### src/rtl/relimit_pkg.sv
package relimit_pkg;

  typedef enum logic [2:0] {
    SQ_BOOT   = 3'd0,
    SQ_ON     = 3'd1,
    SQ_WAIT   = 3'd2,
    SQ_OFFCHK = 3'd3,
    SQ_HOLD   = 3'd4
  } seq_state_e;

  function automatic int unsigned max2(input int unsigned a, input int unsigned b);
    return (a > b) ? a : b;
  endfunction

endpackage

### src/rtl/relimit_rst_sync.sv
module relimit_rst_sync (
  input  logic clk,
  input  logic arst_n,
  output logic srst_n_o
);
  logic stage1_q;
  logic stage2_q;

  always_ff @(posedge clk or negedge arst_n) begin
    if (!arst_n) begin
      stage1_q <= 1'b0;
      stage2_q <= 1'b0;
    end else begin
      stage1_q <= 1'b1;
      stage2_q <= stage1_q;
    end
  end

  assign srst_n_o = stage2_q;
endmodule

### src/rtl/relimit_span_timer.sv
module relimit_span_timer #(
  parameter int CW = 4
) (
  input  logic          clk,
  input  logic          rst_n,
  input  logic          clr_i,
  input  logic          run_i,
  input  logic [CW-1:0] last_i,
  output logic          expire_o
);
  logic [CW-1:0] cnt_q;
  logic [CW-1:0] cnt_d;
  logic          cnt_en;

  assign expire_o = run_i && (cnt_q == last_i);

  always_comb begin
    cnt_en = clr_i | run_i;
    if (clr_i || expire_o) cnt_d = '0;
    else                   cnt_d = cnt_q + 1'b1;
  end

  always_ff @(posedge clk or negedge rst_n) begin
    if (!rst_n)      cnt_q <= '0;
    else if (cnt_en) cnt_q <= cnt_d;
  end

  AST_TMR_BOUND: assert property (@(posedge clk) disable iff (!rst_n)
    (run_i && !clr_i) |-> (cnt_q <= last_i)) else $error("timer past limit");
endmodule

### src/rtl/relimit_retry_fsm.sv
module relimit_retry_fsm
  import relimit_pkg::*;
#(
  parameter int RETRY_CYC = 40,
  parameter int WDOG_CYC  = 24
) (
  input  logic clk,
  input  logic rst_n,
  input  logic trip_i,
  input  logic core_on_i,
  input  logic en_i,
  output logic on_req_o,
  output logic wait_o,
  output logic hold_o
);
  localparam int unsigned CNT_MAX = max2(RETRY_CYC, WDOG_CYC);
  localparam int CW = $clog2(CNT_MAX + 1);
  localparam logic [CW-1:0] RETRY_LAST = CW'(RETRY_CYC - 1);
  localparam logic [CW-1:0] WDOG_LAST  = CW'(WDOG_CYC - 1);

  seq_state_e    state_q, state_d;
  logic          on_q, on_d;
  logic          tmr_clr, tmr_run, tmr_exp;
  logic [CW-1:0] tmr_last;

  relimit_span_timer #(.CW(CW)) u_tmr (
    .clk      (clk),
    .rst_n    (rst_n),
    .clr_i    (tmr_clr),
    .run_i    (tmr_run),
    .last_i   (tmr_last),
    .expire_o (tmr_exp)
  );

  always_comb begin
    state_d  = state_q;
    on_d     = 1'b0;
    tmr_clr  = 1'b1;
    tmr_run  = 1'b0;
    tmr_last = WDOG_LAST;
    unique case (state_q)
      SQ_BOOT: begin
        state_d = SQ_ON;
        on_d    = 1'b1;
      end
      SQ_ON: begin
        if (trip_i)          state_d = en_i ? SQ_WAIT : SQ_HOLD;
        else if (!core_on_i) state_d = SQ_OFFCHK;
      end
      SQ_OFFCHK: begin
        if (trip_i) begin
          state_d = en_i ? SQ_WAIT : SQ_HOLD;
        end else if (core_on_i) begin
          state_d = SQ_ON;
        end else begin
          tmr_clr = 1'b0;
          tmr_run = 1'b1;
          if (tmr_exp) begin
            state_d = SQ_ON;
            on_d    = 1'b1;
          end
        end
      end
      SQ_WAIT: begin
        tmr_last = RETRY_LAST;
        if (!en_i) begin
          state_d = SQ_HOLD;
        end else begin
          tmr_clr = 1'b0;
          tmr_run = 1'b1;
          if (tmr_exp) begin
            state_d = SQ_ON;
            on_d    = 1'b1;
          end
        end
      end
      SQ_HOLD: begin
        if (en_i) begin
          state_d = SQ_ON;
          on_d    = 1'b1;
        end
      end
      default: state_d = SQ_BOOT;
    endcase
  end

  always_ff @(posedge clk or negedge rst_n) begin
    if (!rst_n) begin
      state_q <= SQ_BOOT;
      on_q    <= 1'b0;
    end else begin
      state_q <= state_d;
      on_q    <= on_d;
    end
  end

  assign on_req_o = on_q;
  assign wait_o   = (state_q == SQ_WAIT);
  assign hold_o   = (state_q == SQ_HOLD);

  AST_ONREQ_PULSE: assert property (@(posedge clk) disable iff (!rst_n)
    on_req_o |=> !on_req_o) else $error("on request longer than one cycle");
  AST_WAIT_END: assert property (@(posedge clk) disable iff (!rst_n)
    $fell(wait_o) |-> (on_req_o || hold_o)) else $error("retry wait ended without outcome");
  AST_HOLD_ENTRY: assert property (@(posedge clk) disable iff (!rst_n)
    $rose(hold_o) |-> !$past(en_i)) else $error("held off while retry permitted");
  AST_HOLD_SILENT: assert property (@(posedge clk) disable iff (!rst_n)
    (hold_o && !en_i) |=> !on_req_o) else $error("on request while held off");
endmodule

### src/rtl/relimit_enable_guard.sv
module relimit_enable_guard #(
  parameter int ARM_WIN   = 8,
  parameter int SCRUB_CYC = 12
) (
  input  logic clk,
  input  logic rst_n,
  input  logic cmd_arm_i,
  input  logic cmd_confirm_i,
  input  logic cmd_enable_i,
  input  logic core_en_i,
  output logic en_o,
  output logic wr_o
);
  localparam int AW = $clog2(ARM_WIN + 1);
  localparam int SW = $clog2(SCRUB_CYC + 1);
  localparam logic [AW-1:0] ARM_LAST   = AW'(ARM_WIN - 1);
  localparam logic [SW-1:0] SCRUB_LAST = SW'(SCRUB_CYC - 1);

  logic intent_q, intent_d;
  logic armed_q,  armed_d;
  logic boot_q;
  logic wr_q,     wr_d;
  logic arm_exp,  scrub_exp;
  logic mismatch;
  logic changed;

  assign changed  = (intent_d != intent_q);
  assign mismatch = (core_en_i != intent_q) && !boot_q;

  relimit_span_timer #(.CW(AW)) u_arm_tmr (
    .clk      (clk),
    .rst_n    (rst_n),
    .clr_i    (!armed_q || cmd_arm_i),
    .run_i    (armed_q),
    .last_i   (ARM_LAST),
    .expire_o (arm_exp)
  );

  relimit_span_timer #(.CW(SW)) u_scrub_tmr (
    .clk      (clk),
    .rst_n    (rst_n),
    .clr_i    (!mismatch || changed),
    .run_i    (mismatch),
    .last_i   (SCRUB_LAST),
    .expire_o (scrub_exp)
  );

  always_comb begin
    intent_d = intent_q;
    armed_d  = armed_q;
    if (cmd_enable_i) begin
      intent_d = 1'b1;
      armed_d  = 1'b0;
    end else if (armed_q && cmd_confirm_i) begin
      intent_d = 1'b0;
      armed_d  = 1'b0;
    end else if (cmd_arm_i) begin
      armed_d  = 1'b1;
    end else if (arm_exp) begin
      armed_d  = 1'b0;
    end
  end

  always_comb begin
    wr_d = boot_q || changed || (scrub_exp && !changed);
  end

  always_ff @(posedge clk or negedge rst_n) begin
    if (!rst_n) begin
      intent_q <= 1'b1;
      armed_q  <= 1'b0;
      boot_q   <= 1'b1;
      wr_q     <= 1'b0;
    end else begin
      intent_q <= intent_d;
      armed_q  <= armed_d;
      boot_q   <= 1'b0;
      wr_q     <= wr_d;
    end
  end

  assign en_o = intent_q;
  assign wr_o = wr_q;

  AST_DISABLE_NEEDS_ARM: assert property (@(posedge clk) disable iff (!rst_n)
    $fell(en_o) |-> $past(armed_q)) else $error("withdrawal without arm");
  AST_WRITE_ON_CHANGE: assert property (@(posedge clk) disable iff (!rst_n)
    (en_o != $past(en_o)) |-> wr_o) else $error("permission changed without write");
  AST_ARM_CLEARS: assert property (@(posedge clk) disable iff (!rst_n)
    (armed_q && cmd_confirm_i && !cmd_enable_i) |=> (!armed_q && !en_o)) else $error("confirm not taken");
endmodule

### src/rtl/relimit_seq.sv
module relimit_seq #(
  parameter int RETRY_CYC = 40,
  parameter int TRIP_CYC  = 16,
  parameter int WDOG_CYC  = 24,
  parameter int ARM_WIN   = 8,
  parameter int SCRUB_CYC = 12
) (
  input  logic clk,
  input  logic rst_n,
  input  logic trip_i,
  input  logic core_on_i,
  input  logic core_en_i,
  input  logic cmd_arm_i,
  input  logic cmd_confirm_i,
  input  logic cmd_enable_i,
  output logic on_req_o,
  output logic en_wr_o,
  output logic retrig_en_o,
  output logic retry_wait_o,
  output logic latched_off_o
);
  generate
    if (RETRY_CYC <= TRIP_CYC) begin : g_bad_retry
      $error("retry interval must exceed trip-off time");
    end
  endgenerate

  logic srst_n;

  relimit_rst_sync u_rst_sync (
    .clk      (clk),
    .arst_n   (rst_n),
    .srst_n_o (srst_n)
  );

  relimit_enable_guard #(
    .ARM_WIN   (ARM_WIN),
    .SCRUB_CYC (SCRUB_CYC)
  ) u_guard (
    .clk           (clk),
    .rst_n         (srst_n),
    .cmd_arm_i     (cmd_arm_i),
    .cmd_confirm_i (cmd_confirm_i),
    .cmd_enable_i  (cmd_enable_i),
    .core_en_i     (core_en_i),
    .en_o          (retrig_en_o),
    .wr_o          (en_wr_o)
  );

  relimit_retry_fsm #(
    .RETRY_CYC (RETRY_CYC),
    .WDOG_CYC  (WDOG_CYC)
  ) u_fsm (
    .clk       (clk),
    .rst_n     (srst_n),
    .trip_i    (trip_i),
    .core_on_i (core_on_i),
    .en_i      (retrig_en_o),
    .on_req_o  (on_req_o),
    .wait_o    (retry_wait_o),
    .hold_o    (latched_off_o)
  );

  AST_WAIT_XOR_HOLD: assert property (@(posedge clk) disable iff (!srst_n)
    !(retry_wait_o && latched_off_o)) else $error("waiting and held at once");
endmodule

### config.mk
export PLATFORM = sky130hd
export DESIGN_NAME = relimit_seq
export DESIGN_NICKNAME = d
export VERILOG_FILES = /design/src/rtl/relimit_pkg.sv /design/src/rtl/relimit_rst_sync.sv /design/src/rtl/relimit_span_timer.sv /design/src/rtl/relimit_retry_fsm.sv /design/src/rtl/relimit_enable_guard.sv /design/src/rtl/relimit_seq.sv
export SDC_FILE = /design/constraint.sdc
export NUM_CORES = 1
export LEC_CHECK = 0
export BUFFER_PORTS_ARGS = -buffer_cell sky130_fd_sc_hd__buf_2
export CORE_ASPECT_RATIO = 0.9
export CORE_MARGIN = 2
export CORE_UTILIZATION = 63
export CTS_CLUSTER_SIZE = 24
export DETAILED_ROUTE_END_ITERATION = 10
export GPL_ROUTABILITY_DRIVEN = 0
export HOLD_SLACK_MARGIN = 0.03
export PLACE_DENSITY = 0.93
export RECOVER_POWER = 50
export SLEW_MARGIN = 40
export SYNTH_ARGS = -nofsm -noshare
export SYNTH_HDL_FRONTEND = slang
export SYNTH_HIERARCHICAL = 1
export SYNTH_SLANG_ARGS = --single-unit
### constraint.sdc
create_clock -name clk -period 2.1 [get_ports clk]
set_input_delay 0.105 -clock clk [delete_from_list [all_inputs] [get_ports clk]]
set_output_delay 0.105 -clock clk [all_outputs]
set_load 0.1 [all_outputs]
-- After elaboration in Yosys (flattened, before gate mapping)
Index checks and enable logic that the tools add are counted.
- register bits: 24
- input bits: 8
- logic and storage cells: 80
- output and inout port bits: 5
- reductions and logical operators: 20
- mux-type cells: 32
- equality and inequality tests: 11
- bitwise operators: 3
- add/subtract/negate cells: 3
- operators with widths (operator ; number):
    3-bit two-way mux ; 8
    1-bit two-way mux ; 16
    3-bit case mux with 5 select lines ; 1
    6-bit two-way mux ; 2
    4-bit by 1-bit adder with 4-bit output, second input constant ; 2
    4-bit two-way mux ; 2
    1-bit logical OR ; 7
    6-bit by 1-bit adder with 6-bit output, second input constant ; 1
    3-bit by 2-bit == test with 1-bit output, second input constant ; 2
    6-bit == test ; 1
    1-bit logical AND ; 6
    4-bit by 3-bit == test with 1-bit output, second input constant ; 1
    4-bit == test, second input constant ; 1
    1-bit zero test ; 4
    1-bit case mux with 2 select lines ; 2
    1-bit case mux with 4 select lines ; 1
    4-bit nonzero test ; 1
    3-bit by 1-bit == test with 1-bit output, second input constant ; 1
    3-bit == test, second input constant ; 1
    3-bit zero test ; 1
    3-bit != test, second input constant ; 1
    1-bit OR ; 3
    1-bit != test ; 2
    2-bit by 1-bit != test with 1-bit output, second input constant ; 1
    2-bit AND reduction ; 1

-- Longest topological paths before layout
Gate-level depths: netlist (run 1).
- depth after elaboration: 8
- mapped depth: 8
- depth with buffers taken out: 7

-- By module
Netlist (run 1), hierarchy kept.
- modules (own cells, without submodules) (module ; instances ; cells each ; sequential area each (um^2) ; area each (um^2)):
    relimit_span_timer (u_guard.u_arm_tmr ...) ; 2 ; 29 ; 100.1 ; 287.8
    relimit_span_timer (u_fsm.u_tmr) ; 1 ; 35 ; 150.1 ; 372.9
    relimit_retry_fsm ; 1 ; 38 ; 100.1 ; 324.1
    relimit_enable_guard ; 1 ; 22 ; 102.6 ; 211.5
    relimit_rst_sync ; 1 ; 3 ; 50.0 ; 53.8

-- Least setup slack after synthesis (run 1)
No wires, ideal clock.
- path type: reg2reg
- start point: register u_fsm.state_q[0]
- end point: register u_fsm.state_q[1]
- setup slack: -2131 ps
- cell stages (with the launch flop): 8
- arrival time: 4105 ps
- setup time: 126 ps
- buffers on the path: 1
- required time: 1974 ps
- period minus slack after synthesis: 4231 ps
- cell sequence: dfrtp_1 > buf_4 > nor3b_1 > xor2_1 > nor4_4 > nor2_1 > o2111ai_1 > a2bb2oi_1
- word-level cells in the longest chain between the ends: 8
- elaborated cells on any way between the ends: 17
- those cells by class: eq/ne: 7; mux: 7; reduce/logical: 3
- RTL lines (element ; RTL line ; text):
    start: declaration ; relimit_retry_fsm.sv:21 ; seq_state_e state_q, state_d;
    start signal: assignment ; relimit_retry_fsm.sv:92 ; state_q <= state_d;
    3-bit by 2-bit == test with 1-bit output (*) ; - ;
    named net retry_wait_o ; relimit_seq.sv:19 ; output logic retry_wait_o,
    6-bit two-way mux ; relimit_retry_fsm.sv:41 ; unique case (state_q)
    6-bit == test ; relimit_span_timer.sv:15 ; assign expire_o = run_i && (cnt_q == last_i);
    1-bit logical AND (*) ; relimit_span_timer.sv:15 ;
    named net u_fsm.tmr_exp ; relimit_retry_fsm.sv:23 ; logic tmr_clr, tmr_run, tmr_exp;
    3-bit two-way mux (*) ; - ;
    3-bit two-way mux (2 in a row) ; - ;
    3-bit case mux with 5 select lines (*) ; relimit_retry_fsm.sv:41 ;
The timed path passes the listed nets; every way through them passes the cells marked *.
A chain may end at the register's enable or synchronous reset.

-- Worst setup path after layout (run 1)
- start point: register u_guard.intent_q (netlist: u_guard/en_o)
- end point: register u_fsm.u_tmr.cnt_q[5]
- word-level cells in the longest chain between the ends: 5
- elaborated cells on any way between the ends: 8
- those cells by class: mux: 5; bitwise: 1; reduce/logical: 2
- RTL lines (element ; RTL line ; text):
    start: declaration ; relimit_enable_guard.sv:19 ; logic intent_q, intent_d;
    start signal: assignment ; relimit_enable_guard.sv:75 ; intent_q <= intent_d;
    1-bit two-way mux (*) ; relimit_retry_fsm.sv:66 ; if (!en_i) begin
    1-bit case mux with 2 select lines (*) ; relimit_retry_fsm.sv:41 ;
    named net u_fsm.tmr_run ; relimit_retry_fsm.sv:23 ;
    1-bit logical AND ; relimit_span_timer.sv:15 ;
    1-bit logical OR ; relimit_span_timer.sv:19 ; if (clr_i || expire_o) cnt_d = '0;
    6-bit two-way mux ; relimit_span_timer.sv:19 ;
    end signal: assignment ; relimit_span_timer.sv:25 ; else if (cnt_en) cnt_q <= cnt_d;
    end: declaration ; relimit_span_timer.sv:11 ; logic [CW-1:0] cnt_q;
Marks and branches as above.

==> results of run 1 <==
-- state kept, by name, summed over array words and instances (netlist names) --
name and count:
u_rst_sync/stage1_q 1, u_fsm/on_req_o 1, u_fsm/state_q 3, u_guard/armed_q 1, u_rst_sync/srst_n_o 1, u_guard/u_scrub_tmr/cnt_q 4
u_fsm/u_tmr/cnt_q 6, u_guard/u_arm_tmr/cnt_q 4, u_guard/boot_q 1, u_guard/en_o 1, u_guard/wr_o 1
-- cell type report --
cell class	instances	area, sq um
well taps	27	33.8
inverters	6	22.5
fillers	128	382
flip-flops and latches	24	607
repair buffers	26	173
multi-input cells	134	988
clock buffers	4	36.3
-- worst register-to-register path: stages, from the launching register on --
cell and delay, ps:
dfstp_4 630, or2b_1 260, a211oi_4 260, buf_4 150, inv_1 110, o2111ai_4 250
nor2_2 70, xnor2_1 120, nor3_1 140
-- power by group through the flow --
stage | Sequential [mW] | Clock, mW | Combinational, mW
floorplan | 0.647 | 0 | 0.448
global placement | 0.573 | 0 | 0.610
detailed placement | 0.577 | 0 | 0.634
CTS | 0.569 | 0.251 | 0.664
global route | 0.583 | 0.271 | 0.808
finish | 0.572 | 0.243 | 0.754
-- logic make-up after synthesis --
logic type / synth area share (%)
compound gates: 14.1
xor+xnor: 12.5
fa+ha+maj: 2.44
buf+inv: 3.58
flops: 39.2
other cells: 1.22
simple gates: 26.9
-- metal layers --
metal / track usage [%] / vias to the layer above / wire length, um
li1: - / 610 / -
met1: 30.7 / 642 / 1400
met2: 44.9 / 32 / 1840
met3: 5.82 / 12 / 109
met4: 6.75 / 0 / 83
met5: 0 / - / 0
-- placed cells by master (no fill, tap or decap), types with 2 or more instances in the layout --
cell,synthesis,final
or2b_1,6,6
and3_1,2,2
nor2_1,6,5
buf_4,1,9
nand4_1,5,5
buf_6,1,2
o2111ai_1,3,2
inv_1,6,6
nand2_1,5,5
nand3b_1,9,9
or3b_4,1,2
conb_1,5,18
nor4_2,2,2
a21oi_1,11,11
ha_1,3,3
and2_1,2,2
nand3_1,5,5
xnor2_1,13,13
dlygate4sd3_1,0,2
clkbuf_4,0,3
a211oi_2,2,2
a2bb2oi_1,2,2
nor3_1,5,4
clkbuf_1,1,2
dfrtp_1,22,22
nand2b_1,5,5
nor2b_2,2,2
xor2_1,9,8
buf_2,2,11
-- final timing paths --
path | startpoint | to | depth (start not counted)
worst max-delay path | u_guard/en_o$_DFF_PN1_ | u_fsm/u_tmr/cnt_q[5]$_DFFE_PN0P_ | 8
worst min-delay path | cmd_enable_i | u_guard/en_o$_DFF_PN1_ | 2
worst max register to register | u_guard/en_o$_DFF_PN1_ | u_fsm/u_tmr/cnt_q[5]$_DFFE_PN0P_ | 8
worst min register to register | u_rst_sync/srst_n_o$_DFF_PN0_ | u_fsm/on_req_o$_DFF_PN0_ | 0
max in group asynchronous | u_rst_sync/srst_n_o$_DFF_PN0_ | u_guard/u_arm_tmr/cnt_q[1]$_DFFE_PN0P_ | 1
min in group asynchronous | rst_n | u_rst_sync/srst_n_o$_DFF_PN0_ | 2
-- repair_timing --
item                                    CTS  global route
resized for setup                         0             9
hold buffers                              1             1
hold endpoints to repair                  2             1
endpoints found under the setup margin    9             7
setup buffers                             2             3
pin swaps                                 5             7
==> flow_summary.json, run 1 <==
{
  "arrival_ps": 2310,
  "p_int_mw": 0.906,
  "die_w_um": 56.1,
  "cp_cell_sequence": "or2b_1 -> a211oi_4 -> buf_4 -> inv_1 -> o2111ai_4 -> nor2_2 -> xnor2_1 -> nor3_1",
  "yosysTopAreaCellShare_pct": 35.8,
  "cp-end-kind": "flop",
  "utilization_pct": 83.0,
  "max_slew_margin_pct": 39.0,
  "routed_via_density": 5.86,
  "maxCapViolations": 0,
  "final_antenna_net_count": 0,
  "coreArea_sq_um": 2240,
  "cts_tree": "done",
  "initial_core_util_pct": 68.6,
  "place_area_sq_um": 1730,
  "yosys-top-cells-area": "dfrtp_1 (36%), xnor2_1 (7.4%), xor2_1 (5.1%)",
  "path_buf_inv": 2,
  "setup_viol": 0,
  "outcome": "completed",
  "r2r_setup_slack_ps": 30,
  "async_flop_share_pct": 100,
  "grtUsageTotal_pct": 25.1,
  "synth_edf_count": 0,
  "drc": 0,
  "synth_top_cell_by_area": "dfrtp_1",
  "syn_avg_cell_area_sq_um": 9.86,
  "area_growth_pct": 21.0,
  "fin_crit_ps": 2070,
  "crit_family": "flip-flops",
  "dp_cells": 210,
  "port_buffers": 12,
  "clock_sinks": 24,
  "p_sw_mw": 0.664,
  "worst_slew_pin_slew_ps": 915,
  "dp_hpwl_mm": 2.37,
  "yosysWarnings": 6,
  "antenna_found_initial": 0,
  "holdCritPathClass": "in2reg",
  "htreeDepth": 1,
  "grt_max_degree": 18,
  "clock_latency_ps": 310,
  "yosysSeqAreaShare_pct": 39.2,
  "p_clk_share_pct": 15.5,
  "critPathMaxStageDelay_ps": 630,
  "rsz0062_at_grt": "true",
  "design_area_sq_um": 1860,
  "max_freq_ghz": 0.484,
  "path_clk_slew_ps": 130,
  "timing.final.max_slew_violations": 0,
  "rows": 16,
  "cp-start-kind": "flop",
  "grt_pass1_vias": 1249,
  "setup_ws_ps": 33.2,
  "swShare_pct": 42.3,
  "diodes": 0,
  "comb_power_share_pct": 48.1,
  "synth.distinct_cells": 44,
  "globalRouteOverflowTotal": 0,
  "tns_ps": 0,
  "io_pins": 13,
  "grt_pass1_wl_mm": 5.56,
  "synth_ff_type": "dfrtp_1",
  "syn_area_sq_um": 1540,
  "ir_drop_mv": 0.862,
  "whs_ps": 46.5,
  "cp_slowest_cell": "dfstp_4",
  "drive_gt1_share_pct": 24.2,
  "hold_viol": 0,
  "drtIter0Drc": 24,
  "final_cells": 221,
  "cts.path.max_buffers": 2,
  "path_max_fanout": 5,
  "avgRoutedWirePerCell_um": 15.6,
  "finalWirelength_mm": 3.44,
  "via_count": 1296,
  "syn_inst": 156,
  "worstPathRequired_ps": 2340,
  "synth_common_cells": "dfrtp_1 (22), xnor2_1 (13), a21oi_1 (11)",
  "yosysMostFrequentCell": "dfrtp_1",
  "die_area_sq_um": 2850,
  "post-route-period-util_pct": 98.4,
  "seq_power_share_pct": 36.5,
  "power_density_nw_per_um2": 844,
  "cts_buffers": 3,
  "drt_pre_antenna_iters": 4,
  "num-nets-final": 206,
  "ys_ff_latch": 24,
  "post-place-ws_ps": -99.8,
  "fin_skew_ps": 5.62,
  "root_buffer": "clkbuf_4",
  "worstSetupPathType": "reg2reg",
  "die_h_um": 50.9,
  "power_mw": 1.57,
  "p_leak_nw": 0.772
}
(Power assumes the default switching activity.)
==> run 2: changes to the inputs <==
Settings changed: BUFFER_PORTS_ARGS -buffer_cell sky130_fd_sc_hd__buf_2 to default, CORE_UTILIZATION 63 to 65, CTS_BUF_LIST from default to sky130_fd_sc_hd__clkbuf_16, DONT_BUFFER_PORTS from default to 1, PLACE_DENSITY 0.93 to 0.91, RECOVER_POWER 50 to default.
==> flow_summary.json, run 2 (same netlist as run 1, synthesis figures left out) <==
{
  "grt_pass1_wl_mm": 6.77,
  "design_area_sq_um": 1840,
  "cp_slowest_cell": "dfstp_4",
  "drc": 0,
  "dp_hpwl_mm": 2.69,
  "dp_cells": 201,
  "critPathMaxStageDelay_ps": 620,
  "drt_pre_antenna_iters": 4,
  "power_density_nw_per_um2": 935,
  "clock_latency_ps": 260,
  "clock_sinks": 24,
  "cp-end-kind": "flop",
  "reg2reg_depth": 6,
  "die_area_sq_um": 2770,
  "io_pins": 13,
  "htreeDepth": 1,
  "seq_power_share_pct": 38.3,
  "finalWirelength_mm": 4.21,
  "tns_ps": -87.9,
  "largest_reg_flops": 6,
  "comb_power_share_pct": 37.3,
  "hold_viol": 0,
  "maxCapViolations": 0,
  "mostFrequentLayoutCells": "dfrtp_1 (22), conb_1 (18), xnor2_1 (13), buf_4 (11), a21oi_1 (11)",
  "p_leak_nw": 0.748,
  "globalRouteOverflowTotal": 0,
  "place_area_sq_um": 1700,
  "rsz0062_at_grt": "true",
  "drive_gt1_share_pct": 19.0,
  "setup_ws_ps": -87.9,
  "path_clk_slew_ps": 70,
  "cp_cell_sequence": "or2b_1 -> a211oi_4 -> buf_4 -> buf_6 -> or3b_2 -> o22ai_1",
  "grtUsageTotal_pct": 31.5,
  "holdCritPathClass": "in2reg",
  "min_to": "u_guard/armed_q$_DFFE_PN0P_",
  "worstPathRequired_ps": 2260,
  "num-nets-final": 196,
  "arrival_ps": 2340,
  "final_antenna_net_count": 0,
  "path_max_fanout": 7,
  "whs_ps": 54.2,
  "worst-path-stages": 6,
  "final_cells": 211,
  "routed_via_density": 6.35,
  "top_regs": "u_fsm/u_tmr/cnt_q x6, u_guard/u_arm_tmr/cnt_q x4, u_guard/u_scrub_tmr/cnt_q x4",
  "path_buf_inv": 2,
  "setup_viol": 1,
  "failed_checks": "negative setup slack",
  "post-route-period-util_pct": 104,
  "grt_max_degree": 18,
  "swShare_pct": 41.2,
  "worstSetupPathType": "reg2reg",
  "via_count": 1340,
  "coreArea_sq_um": 2200,
  "outcome": "finished, violations left",
  "cts_tree": "done",
  "max_slew_margin_pct": 41.3,
  "die_h_um": 50.1,
  "antenna_found_initial": 0,
  "fin_crit_ps": 2190,
  "p_int_mw": 1.01,
  "cts.path.max_buffers": 2,
  "p_clk_share_pct": 24.4,
  "cp-start-kind": "flop",
  "area_growth_pct": 19.9,
  "final_common_cell": "dfrtp_1",
  "rows": 16,
  "p_sw_mw": 0.711,
  "post-place-ws_ps": -23.7,
  "fin_skew_ps": 4.60,
  "r2r_setup_slack_ps": -90,
  "r2r-start": "u_guard/en_o$_DFF_PN1_",
  "power_mw": 1.72,
  "top_register": "u_fsm/u_tmr/cnt_q",
  "diodes": 0,
  "die_w_um": 55.3,
  "drtIter0Drc": 92,
  "max_freq_ghz": 0.457,
  "cts_buffers": 3,
  "timing.final.max_slew_violations": 0,
  "holdPathStages": 2,
  "avgRoutedWirePerCell_um": 20.0,
  "root_buffer": "clkbuf_16",
  "port_buffers": 0,
  "worst_slew_pin_slew_ps": 881,
  "nFillCells": 105,
  "utilization_pct": 83.7,
  "crit_family": "simple AND/OR/NAND/NOR gates",
  "ir_drop_mv": 0.882,
  "initial_core_util_pct": 69.8,
  "r2r-end": "u_fsm/u_tmr/cnt_q[0]$_DFFE_PN0P_",
  "grt_pass1_vias": 1426,
  "worstHoldStart": "cmd_confirm_i"
}
-- run 2: changes by cell type in the layout (fill, tap and decap cells not counted), moves of 2 or more --
cell,before,now
buf_2,11,0
clkbuf_16,0,3
clkbuf_4,3,0
buf_4,9,11
clkbuf_1,2,0
dlygate4sd3_1,2,4
-- run 2: worst max-delay path by stage --
stage / slack (ps) / from / to
6_report: -90 / u_guard/en_o$_DFF_PN1_ / u_fsm/u_tmr/cnt_q[0]$_DFFE_PN0P_
5_1_grt: -120 / u_guard/en_o$_DFF_PN1_ / u_fsm/u_tmr/cnt_q[0]$_DFFE_PN0P_
4_1_cts: 10 / u_guard/en_o$_DFF_PN1_ / u_fsm/state_q[0]$_DFFE_PN0P_
3_5_place_dp: -20 / u_guard/en_o$_DFF_PN1_ / u_fsm/state_q[1]$_DFFE_PN0P_
3_3_place_gp: 90 / u_guard/en_o$_DFF_PN1_ / u_fsm/state_q[1]$_DFFE_PN0P_
2_1_floorplan: -430 / u_fsm/state_q[2]$_DFFE_PN0P_ / u_fsm/state_q[1]$_DFFE_PN0P_
-- run 2: per-layer routing --
layer	GRT usage, %	wire length [um]	up-vias
met5	0	0	-
met4	13.0	156	0
met3	5.15	211	22
met2	55.2	2110	76
met1	38.9	1730	657
li1	-	-	585
-- run 2: power by group through the flow --
stage | combinational, mW | clock, mW | sequential [mW]
3_3_place_gp | 0.526 | 0 | 0.652
6_report | 0.643 | 0.421 | 0.660
4_1_cts | 0.578 | 0.417 | 0.653
3_5_place_dp | 0.554 | 0 | 0.660
2_1_floorplan | 0.448 | 0 | 0.647
5_1_grt | 0.676 | 0.442 | 0.664
-- run 2: worst register-to-register path, stage by stage, from the launching register on --
cell and delay (ps):
dfstp_4 620, or2b_1 260, a211oi_4 250, buf_4 170
buf_6 110, or3b_2 460, o22ai_1 210
-- run 2: what timing repair did --
item | CTS | global route
hold buffers | 4 | 0
pin swaps | 1 | 1
endpoints found under the hold margin | 6 | 0
buffers inserted | 0 | 2
setup endpoints to repair | 5 | 7
resized for setup | 1 | 3
-- run 2: area by class of cell --
class / count / area, sq um / area share [%]
clock buffers: 3 / 75.1 / 4.07
clock inverters: 1 / 3.75 / 0.204
inverters: 6 / 22.5 / 1.22
multi-input cells: 134 / 967 / 52.5
flip-flops and latches: 24 / 607 / 32.9
well taps: 27 / 33.8 / 1.83
repair buffers: 16 / 134 / 7.26
==> run 3: changes to the inputs <==
Settings changed: CORE_UTILIZATION 65 to 62, PLACE_DENSITY 0.91 to 0.88.
Clock period 2.1 ns to 2.3 ns, I/O delays scaled along.
==> flow_summary.json, run 3 (same netlist as run 1, synthesis figures left out) <==
{
  "outcome": "completed",
  "max_freq_ghz": 0.464,
  "diodes": 0,
  "coreArea_sq_um": 2400,
  "top_register": "u_fsm/u_tmr/cnt_q",
  "antenna_found_initial": 0,
  "io_pins": 13,
  "drc": 0,
  "max_slew_margin_pct": 42.1,
  "avgRoutedWirePerCell_um": 16.2,
  "worstPathRequired_ps": 2480,
  "cts.path.max_buffers": 2,
  "globalRouteOverflowTotal": 0,
  "worstSetupPathType": "reg2reg",
  "startpoint": "u_guard/en_o$_DFF_PN1_",
  "worst_slew_pin_slew_ps": 868,
  "grtUsageTotal_pct": 25.7,
  "arrival_ps": 2340,
  "post-route-period-util_pct": 93.7,
  "root_buffer": "clkbuf_16",
  "worstHoldStart": "trip_i",
  "maxCapViolations": 0,
  "rows": 17,
  "r2r_setup_slack_ps": 150,
  "dp_hpwl_mm": 2.17,
  "drive_gt1_share_pct": 16.7,
  "via_count": 1231,
  "cts_tree": "done",
  "fin_crit_ps": 2150,
  "endpoint": "u_fsm/state_q[0]$_DFFE_PN0P_",
  "finalWirelength_mm": 3.37,
  "drtIter0Drc": 44,
  "area_growth_pct": 17.7,
  "die_h_um": 51.2,
  "mostFrequentLayoutCells": "dfrtp_1 (21), conb_1 (18), xnor2_1 (13), a21oi_1 (11), nand3b_1 (9)",
  "reg2reg_depth": 7,
  "path_max_fanout": 4,
  "path_clk_slew_ps": 60,
  "routed_via_density": 5.92,
  "cp-end-kind": "flop",
  "power_density_nw_per_um2": 835,
  "place_area_sq_um": 1680,
  "power_mw": 1.51,
  "grt_max_degree": 23,
  "initial_core_util_pct": 64.0,
  "setup_viol": 0,
  "timing.final.max_slew_violations": 0,
  "clock_latency_ps": 260,
  "port_buffers": 0,
  "final_antenna_net_count": 0,
  "final_common_cell": "dfrtp_1",
  "r2r-end": "u_fsm/state_q[0]$_DFFE_PN0P_",
  "cp-start-kind": "flop",
  "fin_skew_ps": 4.23,
  "die_w_um": 56.5,
  "grt_pass1_wl_mm": 5.72,
  "nFillCells": 153,
  "grt_pass1_vias": 1257,
  "rsz0062_at_grt": "false",
  "largest_reg_flops": 6,
  "drt_pre_antenna_iters": 4,
  "p_leak_nw": 0.726,
  "hold_viol": 0,
  "design_area_sq_um": 1810,
  "clock_sinks": 24,
  "htreeDepth": 1,
  "die_area_sq_um": 2900,
  "ir_drop_mv": 0.691,
  "r2r-start": "u_guard/en_o$_DFF_PN1_",
  "cts_buffers": 3,
  "holdCritPathClass": "in2reg",
  "top_regs": "u_fsm/u_tmr/cnt_q x6, u_guard/u_arm_tmr/cnt_q x4, u_guard/u_scrub_tmr/cnt_q x4",
  "num-nets-final": 192
}
[run 3: worst min path at each step]
stage                                    endpoint  depth (start not counted)
detailed placement  u_rst_sync/stage1_q$_DFF_PN0_                          0
CTS                  u_fsm/state_q[0]$_DFFE_PN0P_                          3
floorplan           u_rst_sync/srst_n_o$_DFF_PN0_                          0
finish               u_fsm/state_q[0]$_DFFE_PN0P_                          3
global placement    u_rst_sync/srst_n_o$_DFF_PN0_                          0
global route          u_guard/armed_q$_DFFE_PN0P_                          2
[run 3: metrics by stage]
stage / setup TNS, ps / hold slack (ps) / setup WS (ps) / utilization, % / instances
finish: 0 / 44.9 / 145 / 75.3 / 208
global route: 0 / 51.9 / 52.7 / 75.3 / 208
CTS: 0 / 43.4 / 116 / 75.0 / 208
detailed placement: 0 / -181 / 206 / 70.1 / 200
global placement: 0 / -181 / 303 / 70.0 / 200
floorplan: -589 / -181 / -227 / - / 169
[run 3: routing by layer]
| metal | track usage [%] | share of wire (%) |
|---|---|---|
| met1 | 33.2 | 45 |
| met2 | 42.2 | 49 |
| met3 | 3.80 | 3.9 |
| met4 | 13.1 | 2.9 |
| met5 | 0 | 0 |
[run 3: area by class of cell]
| cell class | count | area (sq um) | area share [%] |
|---|---|---|---|
| Sequential cell | 24 | 608 | 33.6 |
| Multi-Input combinational cell | 134 | 965 | 53.3 |
| Clock inverter | 1 | 3.75 | 0.207 |
| Tap cell | 28 | 35.0 | 1.94 |
| Clock buffer | 3 | 75.1 | 4.15 |
| Inverter | 6 | 22.5 | 1.24 |
| Timing Repair Buffer | 12 | 100 | 5.53 |
[run 3: power by group]
part / switching (mW) / total, mW / internal, mW
Combinational: 0.314 / 0.513 / 0.199
Clock: 0.155 / 0.388 / 0.233
Sequential: 0.146 / 0.610 / 0.464
Total: 0.615 / 1.51 / 0.896
[run 3: critical path: stages (launching register included)]
cell and delay (ps):
dfstp_4 610, or2b_1 260, a211oi_4 310, nand4_1 200, nor4_4 310, nand2_1 120, a2bb2oi_1 160, o22ai_1 110
[run 3: what timing repair did]
| item | 4_1_cts | 5_1_grt |
|---|---|---|
| endpoints found under the hold margin | 6 | 0 |
| hold buffers | 4 | 0 |
| resized for setup | 0 | 1 |
| setup endpoints to repair | 0 | 1 |
| buffers inserted | 0 | 0 |
